===== src/rtl/tdp_pkg.sv =====
package tdp_pkg;
  typedef enum logic [1:0] {
    OP_READ  = 2'd0,
    OP_WRITE = 2'd1,
    OP_FLIP  = 2'd2,
    OP_READ2 = 2'd3
  } op_e;

  typedef enum logic [2:0] {
    S_INIT,
    S_IDLE,
    S_ACC,
    S_SWEEP,
    S_FIX,
    S_DONE
  } state_e;
endpackage


===== src/rtl/tdp_hcode.sv =====
module tdp_hcode #(
  parameter int DW = 64,
  parameter int PW = 8
) (
  input  logic [DW-1:0] data_i,
  output logic [PW-1:0] code_o
);
  localparam int TAPS = DW / PW;

  for (genvar p = 0; p < PW; p++) begin : g_bit
    logic [TAPS-1:0] taps;
    for (genvar k = 0; k < TAPS; k++) begin : g_tap
      assign taps[k] = data_i[p + k*PW];
    end
    assign code_o[p] = ^taps;
  end
endmodule


===== src/rtl/tdp_store.sv =====
module tdp_store #(
  parameter int WORDS = 16,
  parameter int RW    = 72,
  localparam int AW   = $clog2(WORDS)
) (
  input  logic          clk,
  input  logic          we,
  input  logic [AW-1:0] waddr,
  input  logic [RW-1:0] wrow,
  input  logic [AW-1:0] raddr,
  output logic [RW-1:0] rrow
);
  logic [RW-1:0] mem [WORDS];

  always_ff @(posedge clk) begin
    if (we) mem[waddr] <= wrow;
    rrow <= mem[raddr];
  end
endmodule


===== src/rtl/tdp_mem.sv =====
module tdp_mem
  import tdp_pkg::*;
#(
  parameter int WORDS = 16,
  parameter int DW    = 64,
  parameter int PW    = 8,
  localparam int RW   = DW + PW,
  localparam int AW   = $clog2(WORDS)
) (
  input  logic          clk,
  input  logic          rst,
  input  logic          req_valid,
  output logic          req_ready,
  input  logic [1:0]    req_op,
  input  logic [AW-1:0] req_addr,
  input  logic [DW-1:0] req_wdata,
  input  logic [RW-1:0] req_flip,
  output logic          rsp_valid,
  output logic [DW-1:0] rsp_data,
  output logic          err_detect,
  output logic          fix_busy,
  output logic          err_uncorr
);
  localparam logic [AW-1:0] LAST = AW'(WORDS - 1);

  state_e        state_q;
  op_e           op_q;
  logic [AW-1:0] addr_q, idx_q;
  logic [DW-1:0] wdata_q;
  logic [RW-1:0] mask_q, vrow_q, acc_q;
  logic          uncorr_q;

  logic          we;
  logic [AW-1:0] waddr, raddr;
  logic [RW-1:0] wrow, rd_row, new_row;
  logic [PW-1:0] rd_code, wr_code;
  logic          rd_bad;

  tdp_store #(.WORDS(WORDS), .RW(RW)) u_store (
    .clk(clk), .we(we), .waddr(waddr), .wrow(wrow),
    .raddr(raddr), .rrow(rd_row)
  );

  tdp_hcode #(.DW(DW), .PW(PW)) u_chk_rd (.data_i(rd_row[DW-1:0]), .code_o(rd_code));
  tdp_hcode #(.DW(DW), .PW(PW)) u_chk_wr (.data_i(wdata_q), .code_o(wr_code));

  assign rd_bad    = (rd_code != rd_row[RW-1:DW]);
  assign new_row   = {wr_code, wdata_q};
  assign req_ready = (state_q == S_IDLE);
  assign fix_busy  = (state_q == S_SWEEP) || (state_q == S_FIX) || (state_q == S_DONE);

  always_comb begin
    case (state_q)
      S_IDLE:  raddr = req_addr;
      S_SWEEP: raddr = idx_q + AW'(1);
      default: raddr = '0;
    endcase
  end

  always_comb begin
    we    = 1'b0;
    waddr = addr_q;
    wrow  = new_row;
    case (state_q)
      S_INIT: begin
        we    = 1'b1;
        waddr = idx_q;
        wrow  = '0;
      end
      S_ACC: begin
        if (op_q == OP_WRITE) begin
          we = 1'b1;
        end else if (op_q == OP_FLIP) begin
          we   = 1'b1;
          wrow = rd_row ^ mask_q;
        end
      end
      S_FIX: begin
        we   = !uncorr_q;
        wrow = acc_q;
      end
      default: ;
    endcase
  end

  always_ff @(posedge clk) begin
    if (rst) begin
      state_q    <= S_INIT;
      op_q       <= OP_READ;
      addr_q     <= '0;
      idx_q      <= '0;
      wdata_q    <= '0;
      mask_q     <= '0;
      vrow_q     <= '0;
      acc_q      <= '0;
      uncorr_q   <= 1'b0;
      rsp_valid  <= 1'b0;
      rsp_data   <= '0;
      err_detect <= 1'b0;
      err_uncorr <= 1'b0;
    end else begin
      rsp_valid  <= 1'b0;
      err_detect <= 1'b0;
      err_uncorr <= 1'b0;
      case (state_q)
        S_INIT: begin
          idx_q <= idx_q + AW'(1);
          if (idx_q == LAST) begin
            idx_q   <= '0;
            state_q <= S_IDLE;
          end
        end
        S_IDLE: begin
          if (req_valid) begin
            op_q    <= op_e'(req_op);
            addr_q  <= req_addr;
            wdata_q <= req_wdata;
            mask_q  <= req_flip;
            state_q <= S_ACC;
          end
        end
        S_ACC: begin
          state_q <= S_IDLE;
          if (op_q == OP_WRITE) begin
            vrow_q <= vrow_q ^ rd_row ^ new_row;
          end else if (op_q != OP_FLIP) begin
            if (rd_bad) begin
              err_detect <= 1'b1;
              acc_q      <= vrow_q;
              uncorr_q   <= 1'b0;
              idx_q      <= '0;
              state_q    <= S_SWEEP;
            end else begin
              rsp_valid <= 1'b1;
              rsp_data  <= rd_row[DW-1:0];
            end
          end
        end
        S_SWEEP: begin
          if (idx_q != addr_q) begin
            acc_q <= acc_q ^ rd_row;
            if (rd_bad) uncorr_q <= 1'b1;
          end
          idx_q <= idx_q + AW'(1);
          if (idx_q == LAST) begin
            idx_q   <= '0;
            state_q <= S_FIX;
          end
        end
        S_FIX: state_q <= S_DONE;
        S_DONE: begin
          rsp_valid  <= 1'b1;
          rsp_data   <= acc_q[DW-1:0];
          err_uncorr <= uncorr_q;
          state_q    <= S_IDLE;
        end
        default: state_q <= S_IDLE;
      endcase
    end
  end

  // every accepted operation stalls the next cycle
  p_accept_stalls_r2: assert property (@(posedge clk) disable iff (rst)
    (req_valid && req_ready) |=> !req_ready);

  // recovery begins exactly with a detection pulse
  p_detect_in_fix_r7: assert property (@(posedge clk) disable iff (rst)
    err_detect |-> fix_busy);
  p_fix_entry_r7: assert property (@(posedge clk) disable iff (rst)
    $rose(fix_busy) |-> err_detect);

  // the uncorrectable flag only travels with a response
  p_uncorr_with_rsp_r8: assert property (@(posedge clk) disable iff (rst)
    err_uncorr |-> rsp_valid);

  // a response always coincides with the return to idle
  p_rsp_when_idle_r5: assert property (@(posedge clk) disable iff (rst)
    rsp_valid |-> req_ready);
endmodule


===== config.mk =====
export PLATFORM = sky130hd
export DESIGN_NAME = tdp_mem
export DESIGN_NICKNAME = d
export VERILOG_FILES = /design/src/rtl/tdp_pkg.sv /design/src/rtl/tdp_hcode.sv /design/src/rtl/tdp_store.sv /design/src/rtl/tdp_mem.sv
export SDC_FILE = /design/constraint.sdc
export NUM_CORES = 2
export LEC_CHECK = 0
export BUFFER_PORTS_ARGS = -buffer_cell sky130_fd_sc_hd__clkbuf_2
export CAP_MARGIN = 0
export CORE_ASPECT_RATIO = 0.5
export CORE_UTILIZATION = 55
export DETAILED_ROUTE_END_ITERATION = 6
export PLACE_DENSITY = 0.72
export SYNTH_ARGS = -nofsm -noshare
export SYNTH_HDL_FRONTEND = slang
export SYNTH_SLANG_ARGS = --single-unit

===== constraint.sdc =====
create_clock -name clk -period 14.4 [get_ports clk]
set_input_delay 2.88 -clock clk [delete_from_list [all_inputs] [get_ports clk]]
set_output_delay 2.88 -clock clk [all_outputs]
set_load 0.1 [all_outputs]

==> results.yml <==
global_routing:
  first_global_vias: 42600
  grt_antenna_before_repair: 1
  grt_overflow: 0
  grt_max_degree: 226
  grt_pass1_wl_microns: 270000
  track_usage: 0.301
finish:
  regArea_sq_mm: 0.0433
  num-fill-cells: 8868
  layout_commonest_cell: "edfxtp_1"
  drive_gt1_frac: 0.0966
  areaGrowthSynthToFinish_pct: 10.5
  multi_input_area_sq_mm: 0.0207
  layout.nets: 5616
  fin_area_sq_mm: 0.0726
  final_cell_mix: "1,152 x edfxtp_1, 940 x nand2_1, 433 x dfxtp_1, 362 x a21oi_1, 360 x a211oi_1"
floorplanning:
  die_area_sq_mm: 0.121
  ioPinCount: 214
  row_count: 89
  die_y_microns: 246
  die_w_microns: 491
  core_sq_mm: 0.118
  initial_core_util: 0.556
drt:
  wirelength_microns: 186000
  wl_per_cell_microns: 25.9
  num_vias: 45900
  dr.pass1.iters: 6
  drc_errors: 0
  postRouteAntennaNets: 0
  viasPerCell: 6.40
  first_iter_violations: 6057
placement:
  gp_congestion: 0.869
  place_area_sq_mm: 0.0677
  io_buffers: 213
  hpwl_microns: 101000
  dp_slack_ps: 7590
clock_tree:
  cts_buffer_depth: 3
  cts_buffers: 139
  cts_setup_buffers: 0
  htreeDepth: 4
  tritoncts: "yes"
  cts.sinks: 1585
  holdBufCountCts: 0
  worstSkewPairLatency_ps: 770
  ctsResizeCount: 0
  cts-root-buf: "clkbuf_16"
  path_clk_slew_ps: 70
setup_path:
  crit_arrival_ps: 3470
  criticalPathCategory: "flop to output port"
  reg2reg_slack_ps: 8960
  reg2reg_depth: 10
  start_kind: "flop"
  crit_path_end_kind: "output port"
  r2r_end: "u_store.rrow[15]"
  critPathRequiredTime_ps: 11520
  cp_max_fo: 75
  r2r-start: "state_q[1]"
synthesis:
  ys_seq_area_frac: 0.659
  synth_nets: 5680
  synthArstFlopShare: 0
  synth-seq-cells: 1585
  syn_area_sq_mm: 0.0657
  synth_edf_count: 1152
  yosys_warnings: 0
  syn_inst: 5532
  yosys_most_used_dff: "edfxtp_1"
  synth.distinct_cells: 47
  syn_avg_cell_area_sq_um: 11.9
run:
  maxCapViolCount: 0
timing:
  rsz0062_at_grt: "no"
  fmax_mhz: 157
  worstMarginPinSlew_ps: 1250
  fin_tns_setup_ps: 0
  finalCriticalPeriod_ps: 6350
  hold_viol_final: 0
  slew_headroom: 0.167
  min_period_over_period: 0.441
  slew_violations: 0
  fin_ws_ps: 8050
  skew_ps: 22.6
  finalSetupViolations: 0
min_path:
  whs_path_depth: 2
  min-delay-start: "mask_q[49]"
  hold_path.class: "flop to flop"
  min_to: "mask_q[49]"
run_status:
  status: "complete, no violations"
pwr:
  irDropWorstVdd_v: 0.000133
  leakagePower_uw: 0.0237
  power.density_mw_per_mm2: 130
  power_uw: 9430
[cell families after synthesis]
kind of cell	after synthesis	synth area share
xor gates and xnor gates	335	0.0463
and+or+nand+nor	1654	0.116
DFF	1585	0.659
AOI/OAI and AO/OA	1453	0.148
muxes	2	0.000305
adders and majority gates	3	0.000571
buffers and inverters	500	0.0301
[where the power goes]
| part | total [uW] | switching, uW | leakage [uW] | internal (uW) |
|---|---|---|---|---|
| sequential | 5050 | 96.9 | 0.0130 | 4950 |
| clock | 3980 | 1670 | 0.00239 | 2310 |
| combinational | 402 | 237 | 0.00835 | 166 |
[worst max-delay path: stages (launching register included)]
cell	delay, ps
dfxtp_1	810
nor2b_1	570
nand2_4	570
nand2_1	270
clkbuf_2	490
[cell type report]
type,count,area share
sequential,1585,0.596
clock buffer,191,0.0560
antenna,3,0.000103
tap,1592,0.0274
multi-input combinational,3447,0.285
inverter,7,0.000362
timing repair buffer,288,0.0234
clock inverter,64,0.0111
[through the flow]
stage / hold slack [ps] / util / cells
after global routing: 490 / 0.614 / 7175
after detailed placement: 459 / 0.573 / 6919
after floorplan: 449 / - / 5532
final: 469 / 0.614 / 7177
after CTS: 468 / 0.614 / 7174
after global placement: 455 / 0.573 / 6919
[sequential cells by signal, indices dropped and copies added, names as in the netlist, 2 cells and up]
| register | count |
|---|---|
| addr_q | 4 |
| op_q | 2 |
| u_store.mem | 1152 |
| rsp_data | 64 |
| u_store.rrow | 72 |
| idx_q | 4 |
| wdata_q | 64 |
| mask_q | 72 |
| vrow_q | 72 |
| state_q | 3 |
| acc_q | 72 |
[cells in the mapped netlist (12+ instances only)]
| cell | number | share of area |
|---|---|---|
| a31oi_1 | 151 | 0.014 |
| a211oi_1 | 362 | 0.041 |
| buf_1 | 52 | 0.0030 |
| a22oi_1 | 64 | 0.0073 |
| xnor2_1 | 154 | 0.021 |
| edfxtp_1 | 1152 | 0.53 |
| clkbuf_1 | 390 | 0.022 |
| o22ai_1 | 64 | 0.0061 |
| nor2b_1 | 73 | 0.0070 |
| o31ai_1 | 72 | 0.0082 |
| nor2_1 | 178 | 0.010 |
| a21oi_1 | 363 | 0.028 |
| o21ai_0 | 145 | 0.011 |
| a311oi_1 | 145 | 0.019 |
| xor2_1 | 173 | 0.023 |
| dfxtp_1 | 433 | 0.13 |
| clkbuf_2 | 12 | 0.00091 |
| buf_2 | 32 | 0.0024 |
| nand2_1 | 944 | 0.054 |
| nand2b_1 | 67 | 0.0064 |
| a221o_1 | 73 | 0.011 |
| nor3b_1 | 78 | 0.0089 |
| and2_1 | 286 | 0.027 |
[metal layers]
layer  wire length, microns  global-route usage  share of wire
met4                   8640               0.148          0.046
met1                  74000               0.416           0.40
met3                  18800              0.0486           0.10
met5                      0                   0              0
met2                  84500               0.466           0.45
[worst max-delay path by stage]
stage / start / depth (start not counted) / endpoint / slack, ps
after floorplan: state_q[1] / 8 / u_store.mem[3][0] / 9440
final: state_q[0] / 4 / fix_busy / 8050
after global placement: req_addr[1] / 10 / u_store.rrow[18] / 7750
after detailed placement: req_addr[1] / 10 / u_store.rrow[15] / 7590
after global routing: state_q[0] / 4 / fix_busy / 7910
after CTS: state_q[0] / 4 / fix_busy / 8050
Power figures use the tool's default switching activity.
